===== src/rtl/dc_pkg.sv =====
package dc_pkg;

    localparam int unsigned LO_W   = 1;
    localparam int unsigned UP_W   = 3;
    localparam int unsigned Q_W    = LO_W + UP_W;
    localparam int unsigned N_CLKS = 2;

    // stored counter state, packed so that it lines up with the q bus
    typedef struct packed {
        logic [UP_W-1:0] up;
        logic [LO_W-1:0] lo;
    } dc_state_t;

    // decoded control priority for the stored state
    typedef struct packed {
        logic clr;
        logic load;
    } dc_ctl_t;

    function automatic dc_ctl_t dc_decode(input logic clear_n, input logic load_n);
        dc_ctl_t c;
        c.clr  = ~clear_n;
        c.load = clear_n & ~load_n;
        return c;
    endfunction

    // next value of a modulo-m stage; codes at or above m fold back by m-1
    function automatic int unsigned dc_next(input int unsigned s, input int unsigned m);
        if (s + 1 == m)
            return 0;
        else if (s >= m)
            return s - (m - 1);
        else
            return s + 1;
    endfunction

endpackage


===== src/rtl/dc_fall_detect.sv =====
module dc_fall_detect (
    input  logic clk,
    input  logic rst,
    input  logic raw,
    output logic fall
);
    logic s_cur;
    logic s_prev;

    always_ff @(posedge clk) begin
        if (rst) begin
            s_cur  <= 1'b0;
            s_prev <= 1'b0;
        end else begin
            s_cur  <= raw;
            s_prev <= s_cur;
        end
    end

    assign fall = s_prev & ~s_cur;
endmodule


===== src/rtl/dc_stage.sv =====
module dc_stage #(
    parameter int unsigned W   = 3,
    parameter int unsigned MOD = 5
) (
    input  logic         clk,
    input  logic         rst,
    input  logic         clr,
    input  logic         load,
    input  logic [W-1:0] load_val,
    input  logic         step,
    output logic [W-1:0] q
);
    import dc_pkg::*;

    logic [W-1:0] q_next;

    always_comb begin
        q_next = W'(dc_next(32'(q), MOD));
    end

    always_ff @(posedge clk) begin
        if (rst || clr)
            q <= '0;
        else if (load)
            q <= load_val;
        else if (step)
            q <= q_next;
    end
endmodule


===== src/rtl/dc_out_mux.sv =====
module dc_out_mux
    import dc_pkg::*;
(
    input  logic           clear_n,
    input  logic           load_n,
    input  logic [Q_W-1:0] din,
    input  dc_state_t      st,
    output logic [Q_W-1:0] q
);
    always_comb begin
        if (!clear_n)
            q = '0;
        else if (!load_n)
            q = din;
        else
            q = st;
    end
endmodule


===== src/rtl/two_section_counter.sv =====
module two_section_counter
    import dc_pkg::*;
#(
    parameter bit BINARY_UPPER = 1'b0
) (
    input  logic       clk,
    input  logic       rst,
    input  logic       cnt_clk_a,
    input  logic       cnt_clk_b,
    input  logic       clear_n,
    input  logic       load_n,
    input  logic [3:0] din,
    output logic [3:0] q
);
    localparam int unsigned LO_MOD = 2;
    localparam int unsigned UP_MOD = BINARY_UPPER ? 8 : 5;

    logic [N_CLKS-1:0] raw_clks;
    logic [N_CLKS-1:0] fall_v;
    logic [LO_W-1:0]   lo_q;
    logic [UP_W-1:0]   up_q;
    dc_ctl_t           ctl;
    dc_state_t         st;

    assign raw_clks = {cnt_clk_b, cnt_clk_a};
    assign ctl      = dc_decode(clear_n, load_n);

    for (genvar i = 0; i < N_CLKS; i++) begin : g_fd
        dc_fall_detect u_fd (
            .clk  (clk),
            .rst  (rst),
            .raw  (raw_clks[i]),
            .fall (fall_v[i])
        );
    end

    dc_stage #(.W(LO_W), .MOD(LO_MOD)) u_lo (
        .clk      (clk),
        .rst      (rst),
        .clr      (ctl.clr),
        .load     (ctl.load),
        .load_val (din[LO_W-1:0]),
        .step     (fall_v[0]),
        .q        (lo_q)
    );

    dc_stage #(.W(UP_W), .MOD(UP_MOD)) u_up (
        .clk      (clk),
        .rst      (rst),
        .clr      (ctl.clr),
        .load     (ctl.load),
        .load_val (din[Q_W-1:LO_W]),
        .step     (fall_v[1]),
        .q        (up_q)
    );

    always_comb begin
        st.up = up_q;
        st.lo = lo_q;
    end

    dc_out_mux u_mux (
        .clear_n (clear_n),
        .load_n  (load_n),
        .din     (din),
        .st      (st),
        .q       (q)
    );
endmodule


===== config.mk =====
export PLATFORM = sky130hd
export DESIGN_NAME = two_section_counter
export DESIGN_NICKNAME = d
export VERILOG_FILES = /design/src/rtl/dc_pkg.sv /design/src/rtl/dc_fall_detect.sv /design/src/rtl/dc_stage.sv /design/src/rtl/dc_out_mux.sv /design/src/rtl/two_section_counter.sv
export SDC_FILE = /design/constraint.sdc
export NUM_CORES = 1
export LEC_CHECK = 0
export BUFFER_PORTS_ARGS = -buffer_cell sky130_fd_sc_hd__buf_2
export CORE_AREA = 3 3 40 42
export CTS_CLUSTER_DIAMETER = 50
export CTS_CLUSTER_SIZE = 16
export DETAILED_ROUTE_END_ITERATION = 16
export DIE_AREA = 0 0 43 45
export GPL_TIMING_DRIVEN = 1
export HOLD_SLACK_MARGIN = 0.12
export PLACE_DENSITY_LB_ADDON = 0.25
export SLEW_MARGIN = 20
export SYNTH_ARGS = -nofsm -noshare
export SYNTH_HDL_FRONTEND = slang
export SYNTH_SLANG_ARGS = --single-unit

===== constraint.sdc =====
create_clock -name clk -period 1.6 [get_ports clk]
set_clock_uncertainty 0.05 [all_clocks]
set_input_delay 0.32 -clock clk [delete_from_list [all_inputs] [get_ports clk]]
set_output_delay 0.32 -clock clk [all_outputs]
set_load 0.1 [all_outputs]

# [Word-level counts from Yosys, hierarchy flattened]
# Cells that the tools add are included.
[classes] add_sub_neg=3 mul=0 div_mod_pow=0 order_cmp=1 eq_ne=2 shift=0 n_mux=9 n_bitwise=7 reduce_logical=3
[ops] operator="$mux W3" n=4
[ops] operator="$mux W4" n=2
[ops] operator="$add A3 B1 Y4 const B" n=1
[ops] operator="$eq A4 B3 Y1 const B" n=1
[ops] operator="$not A1 Y1" n=4
[ops] operator="$reduce_bool A2 Y1" n=2
[ops] operator="$and A1 B1 Y1" n=3
[ops] operator="$ge A3 B3 Y1 const B" n=1
[ops] operator="$mux W1" n=3
[ops] operator="$sub A3 B3 Y3 const B" n=1
[ops] operator="$add A1 B1 Y2 const B" n=1
[ops] operator="$eq A2 B2 Y1 const B" n=1
[ops] operator="$logic_or A1 B1 Y1" n=1
[totals] register_bits=8 latch_bits=0 ram_bits=0 mem_bits_ro=0 input_bits=10 wordCells=31 memories=0

# [Longest topological paths before layout]
# Gate-level depths: netlist of the first run.
[logic_depth] depth_word=5 ltp_mapped=7

# [Hierarchy]
# From an unflattened synthesis of the first run, not the netlist that was laid out.
[hier_totals] hier_cells=62 hier_area_um2=539.3
[by_module_without_submodules] module="dc_stage (u_up)" n_inst=1 cells_per_inst=36 area_per_inst_um2=269.0 seq_area_each_um2=60.1
[by_module_without_submodules] module="dc_fall_detect" n_inst=2 cells_per_inst=5 area_per_inst_um2=61.3 seq_area_each_um2=40.0
[by_module_without_submodules] module="dc_out_mux" n_inst=1 cells_per_inst=9 area_per_inst_um2=76.3 seq_area_each_um2=0.0
[by_module_without_submodules] module="dc_stage (u_lo)" n_inst=1 cells_per_inst=5 area_per_inst_um2=53.8 seq_area_each_um2=20.0
[by_module_without_submodules] module="two_section_counter" n_inst=1 cells_per_inst=2 area_per_inst_um2=17.5 seq_area_each_um2=0.0

# [Least setup slack after synthesis of the first run]
# OpenSTA, ideal clock, no wires.
[synth_path] kind="input to output" startpoint="input load_n" endpoint="output q[1]" arrival_time_ns=1.960 required_ns=1.230 setup_slack_ns=-0.730 stages=3 path_buffers=1 cell_sequence="buf_2 -> mux2i_1 -> nor2b_1"
[synth_via] elab_chain_len=2
[synth_rtl] item="start, declared" line_no="two_section_counter.sv:11" rtl="input logic load_n,"
[synth_rtl] item="$mux W4" line_no="dc_out_mux.sv:13" rtl="else if (!load_n)"
[synth_rtl] item="$mux W4" line_no="dc_out_mux.sv:11" rtl="if (!clear_n)"
[synth_rtl] item="end, declared" line_no="two_section_counter.sv:13" rtl="output logic [3:0] q"
# Every way passes these cells.

# [Worst setup path after layout of the first run]
[layout_path] startpoint="register u_up.q[1]" endpoint="register u_up.q[1]"
[layout_via] elab_chain_len=5
[layout_rtl] item="start, declared" line_no="dc_stage.sv:11" rtl="output logic [W-1:0] q"
[layout_rtl] item="start signal, assigned" line_no="dc_stage.sv:25" rtl="q <= load_val;"
[layout_rtl] item="start signal, assigned" line_no="dc_stage.sv:27" rtl="q <= q_next;"
[layout_rtl] item="$add A3 B1 Y4, or another cell as far along" line_no="dc_pkg.sv:34" rtl="return s + 1;"
[layout_rtl] item="$eq A4 B3 Y1 / $mux W3 (equally long branches)" line_no="dc_pkg.sv:29, dc_pkg.sv:31"
[layout_rtl] item="$mux W3 (*)" line_no="dc_pkg.sv:29" rtl="if (s + 1 == m)"
[layout_rtl] item="$mux W3 (*)" line_no="dc_stage.sv:26" rtl="else if (step)"
[layout_rtl] item="$mux W3 (*)" line_no="dc_stage.sv:24" rtl="else if (load)"
# Every way passes the cells marked *; elsewhere a longest branch is shown, timed or not. The select of a mux whose other input is x is not followed.
# A chain may end at the register's enable or synchronous reset.

==> impl_metrics.toml, run 1 <==
[placement]
post-place-ws_ns = -0.0810
gp_congestion = 0.711
dp.cells = 85
dp_hpwl_um = 857
io_buffer_count = 13
place_area_um2 = 679

[floorplanning]
initial_core_util_pct = 38.6
die_w_um = 43
boundaryPins = 14
design.core.area_um2 = 1280
dieArea_um2 = 1940
rows = 13
die_h_um = 45

[pwr]
power_density_nw_per_um2 = 694
p_switching_w = 0.000161
internal_power_w = 0.000359
p_leak_nw = 0.324
ir_worst_vdd_v = 0.000394
clockPowerShare_pct = 28.7
p_total_w = 0.000520
p_seq_share_pct = 41.3
switching_share_pct = 30.9
p_comb_share_pct = 30.0

[yosys]
synth_nets = 69
synth.avg_cell_area_um2 = 8.85
synth_common_cells = "12 x nor2b_1, 8 x dfxtp_1, 4 x mux2i_1, 4 x nand2b_1"
netlist_area_um2 = 495
synth_edf_count = 0
yosys_warnings = 0
synth_area_leaders = "dfxtp_1 32%, nor2b_1 15%, mux2i_1 8.1%"
syn_inst = 56
synthArstFlopShare_pct = 0
synth-seq-cells = 8
ys_types = 22
synth.most_common_cell = "nor2b_1"
yosysTopAreaCell = "dfxtp_1"
ys_seq_area_share_pct = 32.3
yosysTopAreaCellShare_pct = 32.3
ys.flop_type = "dfxtp_1"

[setup_path]
path_cells = "inv_4 > ha_4 > or2_4 > a21oi_1 > o21ai_2 > a211oi_2 > a311oi_2"
crit_family = "compound AO/OA/AOI/OAI gates"
required_ns = 1.67
critical_path_class = "flop to flop"
r2r-start = "u_up.q[1]"
r2r_cells = 7
cp_slowest_stage_delay_ns = 0.38
slowest_stage = "dfxtp_4"
end_kind = "flop"
critPathMaxFanout = 5
cp.arrival_ns = 1.70
cp.buffers_inverters = 1
r2r_slack_ns = -0.03
reg2reg_to = "u_up.q[1]"
startpoint_type = "flop"

[run_status]
status = "finished with violations"
violations = "setup timing"

[cts]
clock_latency_ns = 0.25
clk_pin_slew_ns = 0.05
cts_buffers = 3
clk_path_buf_depth = 2
cts_sinks = 8
cts_tree = "built"
cts-root-buf = "clkbuf_4"
htreeDepth = 1
cts_hold_buf = 0

[route]
ant_nets = 0
drc = 0
dr_total_vias = 476
wl_um = 1250
avgRoutedWirePerCell_um = 14.1
drt-pass1-iter-count = 4
drtIter0Drc = 7
routed_via_density = 5.35

[cells_and_area]
fin_nets = 89
synthToLayoutAreaGrowth_pct = 51.3
layout-drive-gt1-share_pct = 45.9
diodes = 0
final_util_pct = 58.3
fin_cells = 89
postLayoutCellArea_um2 = 749

[sta]
fin_crit_sh_pct = 102
finalHoldViolCount = 0
fmax_ghz = 0.614
setup_viol = 1
max_slew_margin_pct = 81.3
grt_setup_unrepaired = "true"
worst_pin_slew_ns = 0.272
setup_ws_ns = -0.0281
slew_violations = 0
period_needed_ns = 1.63

[grt]
globalRouteTotalUtil_pct = 13.5
met2_usage_pct = 23.1
antenna_found_initial = 0
grt_pass1_wl_um = 1930
grt_util_met1_pct = 15.0
grt-busiest-layer = "met2"
grt_max_degree = 11
grt_overflow = 0
grt_use_met3_pct = 3.19
grt_pass1_vias = 474

[run]
cap_violations = 0

[worst_hold_path]
hold_depth = 2
hold_path_class = "input pin to flop"
holdPathEnd = "g_fd[1].u_fd.s_cur"
min-delay-start = "cnt_clk_b"
[repair_timing]
item	in CTS	in global routing
gates resized for setup	2	11
pin swaps	3	6
setup endpoints to repair	1	2
buffers inserted	0	1
[layout make-up]
type | count | area [um^2]
fillers | 111 | 536
multi-input cells | 45 | 383
flip-flops and latches | 8 | 168
repair buffers | 16 | 148
clock buffers | 3 | 22.5
well taps | 15 | 18.8
inverters | 2 | 10.0
[cells by family after synthesis]
| group | after synthesis | synth area share (%) |
|---|---|---|
| xor+xnor | 1 | 1.77 |
| buf+inv | 3 | 2.52 |
| flops | 8 | 32.3 |
| mux | 4 | 8.08 |
| compound gates | 14 | 18.9 |
| simple gates | 23 | 28.8 |
| fa+ha+maj | 3 | 7.58 |
[state kept, by name, indices dropped and copies added, names as in the netlist]
name              cells
g_fd.u_fd.s_cur       2
g_fd.u_fd.s_prev      2
u_up.q                3
u_lo.q                1
[power by group through the flow]
| stage | clock (W) | sequential [W] | combinational (W) |
|---|---|---|---|
| floorplan | 0 | 0.000218 | 0.0000962 |
| global placement | 0 | 0.000219 | 0.000142 |
| detailed placement | 0 | 0.000219 | 0.000145 |
| CTS | 0.000158 | 0.000215 | 0.000146 |
| global route | 0.000167 | 0.000216 | 0.000165 |
| finish | 0.000149 | 0.000215 | 0.000156 |
[metrics by stage]
stage | TNS, ns | hold WS (ns)
after floorplan | 0 | 0.342
after global placement | 0 | 0.407
after detailed placement | -0.0810 | 0.417
after CTS | 0 | 0.222
after global routing | -0.0789 | 0.235
final | -0.0281 | 0.228
[worst reg2reg max path, cell delays in order, from the launching register on]
cell      delay (ns)
dfxtp_4         0.38
inv_4           0.05
ha_4            0.14
or2_4           0.26
a21oi_1         0.23
o21ai_2         0.10
a211oi_2        0.20
a311oi_2        0.08
[worst max path at each step]
stage               startpoint         to  slack [ns]  depth (start not counted)
floorplan               load_n       q[1]        0.07                          3
global placement     u_up.q[1]  u_up.q[1]      0.0004                          7
detailed placement   u_up.q[0]  u_up.q[1]       -0.08                          7
CTS                  u_up.q[1]  u_up.q[1]        0.01                          7
global route         u_up.q[1]  u_up.q[1]       -0.08                          7
finish               u_up.q[1]  u_up.q[1]       -0.03                          7
[per-layer routing]
metal / vias up / part of all wire [%]
li1: 233 / -
met1: 221 / 39
met2: 16 / 50
met3: 6 / 6.2
met4: 0 / 4.4
met5: - / 0
[placed cells by master (no fill, tap or decap), types with 2 or more instances in the layout]
cell type / instances
buf_2: 9
nor2b_1: 8
dfxtp_1: 6
mux2i_1: 4
nor2b_4: 4
nand2b_1: 4
buf_12: 4
a21oi_1: 3
nor2_1: 3
clkbuf_4: 3
buf_4: 3
o21ai_0: 2
a31oi_1: 2
dfxtp_4: 2
Note: power is estimated with default switching activity, not from simulation.
==> run 2, diff against run 1 <==
--- a/config.mk
+++ b/config.mk
@@ -5,6 +5,7 @@
 export SDC_FILE = /design/constraint.sdc
 export NUM_CORES = 1
 export LEC_CHECK = 0
+export ABC_AREA = 1
 export BUFFER_PORTS_ARGS = -buffer_cell sky130_fd_sc_hd__buf_2
 export CORE_AREA = 3 3 40 42
 export CTS_CLUSTER_DIAMETER = 50
==> run 2 against run 1 <==
Compared with the run above: the run now ends clean; via count is 1.7% lower; power shrank 3.4%; fmax grew 9.6%.
==> impl_metrics.toml, run 2 <==
[route]
dr_total_vias = 468
top_layer = "met3"
wl_met1_um = 470
ant_nets = 0
routed-wl-met2_um = 462
drc = 0
avgRoutedWirePerCell_um = 9.37
wl_um = 984
drt-pass1-iter-count = 2
wl_met3_um = 51
routed_via_density = 4.46
drtIter0Drc = 5

[setup_path]
critPathMaxFanout = 5
cp.arrival_ns = 1.12
crit_start = "u_up.q[0]"
startpoint_type = "flop"
critical_path_class = "flop to primary output"
end_kind = "primary output"
r2r-start = "u_up.q[1]"
required_ns = 1.23

[yosys]
synth.avg_cell_area_um2 = 6.75
ys_types = 18
synth_area_leaders = "dfxtp_1 32%, nand2_1 11%, nor2_1 8.3%"
synth_common_cells = "15 x nand2_1, 11 x nor2_1, 10 x inv_1"
yosysTopAreaCellShare_pct = 32.1
synth_nets = 87
synthArstFlopShare_pct = 0
netlist_area_um2 = 499
yosysTopAreaCell = "dfxtp_1"
ys_seq_area_share_pct = 32.1
yosys_warnings = 0
synth_edf_count = 0
ys.flop_type = "dfxtp_1"
synth.most_common_cell = "nand2_1"
synth-seq-cells = 8
syn_inst = 74

[pwr]
p_leak_nw = 0.318
ir_worst_vdd_v = 0.000520
power_density_nw_per_um2 = 726

[cts]
clk_path_buf_depth = 2
cts_sinks = 8
clock_latency_ns = 0.25
cts_tree = "built"
cts_buffers = 3
cts-root-buf = "clkbuf_4"
clk_pin_slew_ns = 0.05
htreeDepth = 1

[cells_and_area]
multi_input_area_um2 = 309
mostFrequentLayoutCell = "nand2_1"
largest_register_ffs = 3
fin_cells = 105
diodes = 0
top_register = "u_up.q"
final_cell_mix = "15 x nand2_1, 11 x nor2_1, 10 x inv_1"
layout-drive-gt1-share_pct = 38.9
synthToLayoutAreaGrowth_pct = 38.6
fin_nets = 105
fillers = 127
seqCellArea_um2 = 161
reg.largest.list = "u_up.q (3), g_fd.u_fd.s_cur (2), g_fd.u_fd.s_prev (2)"

[grt]
grt_pass1_wl_um = 1700
grt_overflow = 0
globalRouteTotalUtil_pct = 11.8
grt_max_degree = 9
grt_pass1_vias = 427
antenna_found_initial = 0

[run_status]
status = "finished, final reports clean"

[sta]
worst_pin_slew_ns = 0.256
period_needed_ns = 1.49
slew_violations = 0
fin_crit_sh_pct = 92.9
whs_ns = 0.233
finalHoldViolCount = 0
setup_viol = 0
grt_setup_unrepaired = "false"
max_slew_margin_pct = 82.9
fmax_ghz = 0.673

[floorplanning]
boundaryPins = 14
design.core.area_um2 = 1280
die_w_um = 43
initial_core_util_pct = 38.9
rows = 13
dieArea_um2 = 1940
die_h_um = 45

[worst_hold_path]
min-delay-start = "cnt_clk_b"
hold_path_class = "input pin to flop"

[run]
cap_violations = 0

[placement]
io_buffer_count = 13
dp_hpwl_um = 828
dp.cells = 102
gp_congestion = 0.777
## run 2: repair_timing
item                                   4_1_cts  5_1_grt
setup endpoints to repair                    0        1
resized for setup                            0        1
setup buffers                                0        0
hold buffers                                 0        0
endpoints found under the hold margin        0        0
## run 2: stage by stage
step / util, % / TNS, ns / setup slack (ns) / power, W / cell area, um^2
floorplan: - / -0.222 / -0.0740 / 0.000312 / 524
global placement: 52.0 / 0 / 0.212 / 0.000357 / 668
detailed placement: 52.0 / 0 / 0.200 / 0.000358 / 668
CTS: 53.7 / 0 / 0.0346 / 0.000507 / 691
global route: 53.8 / 0 / 0.0636 / 0.000525 / 692
finish: 53.8 / 0 / 0.114 / 0.000502 / 692
## run 2: report_power, final
group,internal [W],leakage [nW],switching [W]
sequential,0.000208,0.0661,0.00000468
combinational,0.0000500,0.238,0.0000907
clock,0.0000855,0.0138,0.0000630
## run 2: final timing paths
kind / cells past startpoint / slack (ns) / end
min: 3 / 0.23 / g_fd[1].u_fd.s_cur
min reg2reg: 2 / 0.39 / g_fd[1].u_fd.s_prev
max: 3 / 0.11 / q[1]
max reg2reg: 9 / 0.25 / u_up.q[0]
## run 2: layer usage
| metal | GRT usage [%] | vias to the layer above |
|---|---|---|
| li1 | - | 259 |
| met1 | 13.6 | 197 |
| met2 | 19.8 | 12 |
| met3 | 5.18 | 0 |
| met4 | 3.61 | 0 |
| met5 | 0 | - |
## run 2: final cells by class
class	count	area share (%)
tap	15	2.71
inverter	14	7.96
sequential	8	23.3
clock buffer	3	3.25
timing repair buffer	13	18.1
multi-input combinational	52	44.7
## run 2: logic make-up after synthesis
logic type,synth area share [%]
and+or+nand+nor,39.3
buffers and inverters,11.0
AOI/OAI and AO/OA,10.0
DFF,32.1
adders and majority gates,7.52
## run 2: worst max-delay path: stages (launching register included)
cell     delay (ns)
dfxtp_2        0.36
inv_1          0.11
o22ai_4        0.20
buf_12         0.19
==> run 3, diff against run 2 <==
--- a/config.mk
+++ b/config.mk
@@ -7,11 +7,13 @@
 export LEC_CHECK = 0
 export ABC_AREA = 1
 export BUFFER_PORTS_ARGS = -buffer_cell sky130_fd_sc_hd__buf_2
-export CORE_AREA = 3 3 40 42
+export CELL_PAD_IN_SITES_DETAIL_PLACEMENT = 0
+export CELL_PAD_IN_SITES_GLOBAL_PLACEMENT = 1
+export CORE_MARGIN = 3
+export CORE_UTILIZATION = 30
 export CTS_CLUSTER_DIAMETER = 50
 export CTS_CLUSTER_SIZE = 16
 export DETAILED_ROUTE_END_ITERATION = 16
-export DIE_AREA = 0 0 43 45
 export GPL_TIMING_DRIVEN = 1
 export HOLD_SLACK_MARGIN = 0.12
 export PLACE_DENSITY_LB_ADDON = 0.25
==> run 3 against run 2 <==
Compared with the run above: sequential share of layout area fell by 0.18 points; register-to-register slack better by 0.03 ns; first-iteration DRC count increased by 20%; highest routed layer is now met4; final cell count rose by 0.95%; sequential cell count unchanged; hold slack worse by 0.0056 ns; fmax decreased by 0.81%; sequential power is essentially flat; global-route usage down 0.95 points; die area rose by 13%; combinational power barely moved.
==> impl_metrics.toml, run 3 (synthesized netlist as in run 2, its figures left out) <==
[pwr]
clockPowerShare_pct = 29.2
p_leak_nw = 0.318
ir_worst_vdd_v = 0.000326
p_total_w = 0.000499
switching_share_pct = 31.1
internal_power_w = 0.000343
power_density_nw_per_um2 = 721
p_seq_share_pct = 42.7
p_switching_w = 0.000155
p_comb_share_pct = 28.1

[sta]
max_slew_margin_pct = 83.0
period_needed_ns = 1.50
grt_setup_unrepaired = "false"
fin_crit_sh_pct = 93.6
finalSetupTns_ns = 0
slew_violations = 0
worst_pin_slew_ns = 0.254
setup_viol = 0
fmax_ghz = 0.668
finalHoldViolCount = 0

[setup_path]
required_ns = 1.23
r2r-start = "u_up.q[0]"
cp_slowest_stage_delay_ns = 0.40
critical_path_class = "flop to primary output"
startpoint_type = "flop"
end_kind = "primary output"
r2r_cells = 10
reg2reg_to = "u_up.q[0]"
cp.arrival_ns = 1.13
slowest_stage = "dfxtp_1"
critPathMaxFanout = 5
path_cells = "inv_2 > o22ai_4 > buf_12"
r2r_slack_ns = 0.28

[cts]
clock_latency_ns = 0.24
cts_sinks = 8
clk_pin_slew_ns = 0.05
clk_path_buf_depth = 2
cts-root-buf = "clkbuf_4"
htreeDepth = 1
cts_hold_buf = 0
cts_tree = "built"
cts_buffers = 3
postCtsSetupBuffers = 0

[route]
routed_via_density = 4.42
drtIter0Drc = 6
dr_total_vias = 469
drt-pass1-iter-count = 3
drc = 0
wl_met3_um = 42
top_layer = "met4"
routed-wl-met2_um = 438
wl_um = 966
wl_met1_um = 474
ant_nets = 0
avgRoutedWirePerCell_um = 9.11

[run]
cap_violations = 0

[placement]
place_area_um2 = 669
gp_congestion = 0.705
io_buffer_count = 13
dp_hpwl_um = 852

[cells_and_area]
largest_register_ffs = 3
top_register = "u_up.q"
diodes = 0
final_util_pct = 44.9
final_cell_mix = "15 x nand2_1, 11 x nor2_1, 9 x inv_1, 9 x buf_2, 8 x dfxtp_1"
reg.largest.list = "u_up.q (3), g_fd.u_fd.s_cur (2), g_fd.u_fd.s_prev (2)"
fin_nets = 105
layout-drive-gt1-share_pct = 38.9
mostFrequentLayoutCell = "nand2_1"
synthToLayoutAreaGrowth_pct = 38.6
postLayoutCellArea_um2 = 692

[worst_hold_path]
holdPathEnd = "g_fd[1].u_fd.s_cur"
min-delay-start = "cnt_clk_b"
hold_depth = 3
hold_path_class = "input pin to flop"

[floorplanning]
rows = 14
die_h_um = 46.8
design.core.area_um2 = 1540
boundaryPins = 14
initial_core_util_pct = 32.4
dieArea_um2 = 2190
die_w_um = 46.8

[grt]
antenna_found_initial = 0
grt_max_degree = 9
grt_overflow = 0
globalRouteTotalUtil_pct = 10.8
grt_pass1_vias = 417
grt_pass1_wl_um = 1670

[run_status]
status = "finished, final reports clean"
## run 3: power by group through the flow
stage                     Sequential (W)  Clock, W  Combinational [W]
after floorplan                 0.000216         0          0.0000958
after global placement          0.000216         0           0.000142
after detailed placement        0.000217         0           0.000141
after CTS                       0.000213  0.000156           0.000142
after global routing            0.000214  0.000165           0.000153
final                           0.000213  0.000145           0.000140
## run 3: what timing repair did
action	CTS	global route
gates resized for setup	0	1
endpoints found under the setup margin	0	1
hold endpoints to repair	0	0
## run 3: layer usage
| layer | GRT usage (%) | vias up |
|---|---|---|
| met4 | 8.29 | 0 |
| li1 | - | 265 |
| met2 | 16.8 | 10 |
| met1 | 13.6 | 192 |
| met3 | 1.15 | 2 |
| met5 | 0 | - |
## run 3: how the worst max path moves through the flow
| stage | start | cells past startpoint | end |
|---|---|---|---|
| 2_1_floorplan | load_n | 2 | q[0] |
| 3_3_place_gp | load_n | 4 | q[1] |
| 3_5_place_dp | load_n | 4 | q[1] |
| 4_1_cts | u_up.q[0] | 3 | q[1] |
| 5_1_grt | u_up.q[0] | 3 | q[1] |
| 6_report | u_up.q[0] | 3 | q[1] |
## run 3: area by class of cell
type / instances / area [um^2]
Multi-Input combinational cell: 52 / 309
Fill cell: 164 / 850
Sequential cell: 8 / 160
Clock buffer: 3 / 22.5
Tap cell: 16 / 20.0
Inverter: 14 / 55.1
Timing Repair Buffer: 13 / 125
## run 3: through the flow
stage,cells,setup slack [ns],hold slack [ns]
5_1_grt,106,0.0202,0.238
2_1_floorplan,74,-0.0740,0.341
3_5_place_dp,103,0.212,0.379
6_report,106,0.102,0.227
4_1_cts,106,0.0361,0.219
3_3_place_gp,103,0.214,0.368
## run 3: worst max-delay path, delay by kind of cell, from the launching register on
kind | cells | cell delay (ns)
flops | 1 | 0.40
compound gates | 1 | 0.19
buf+inv | 2 | 0.28
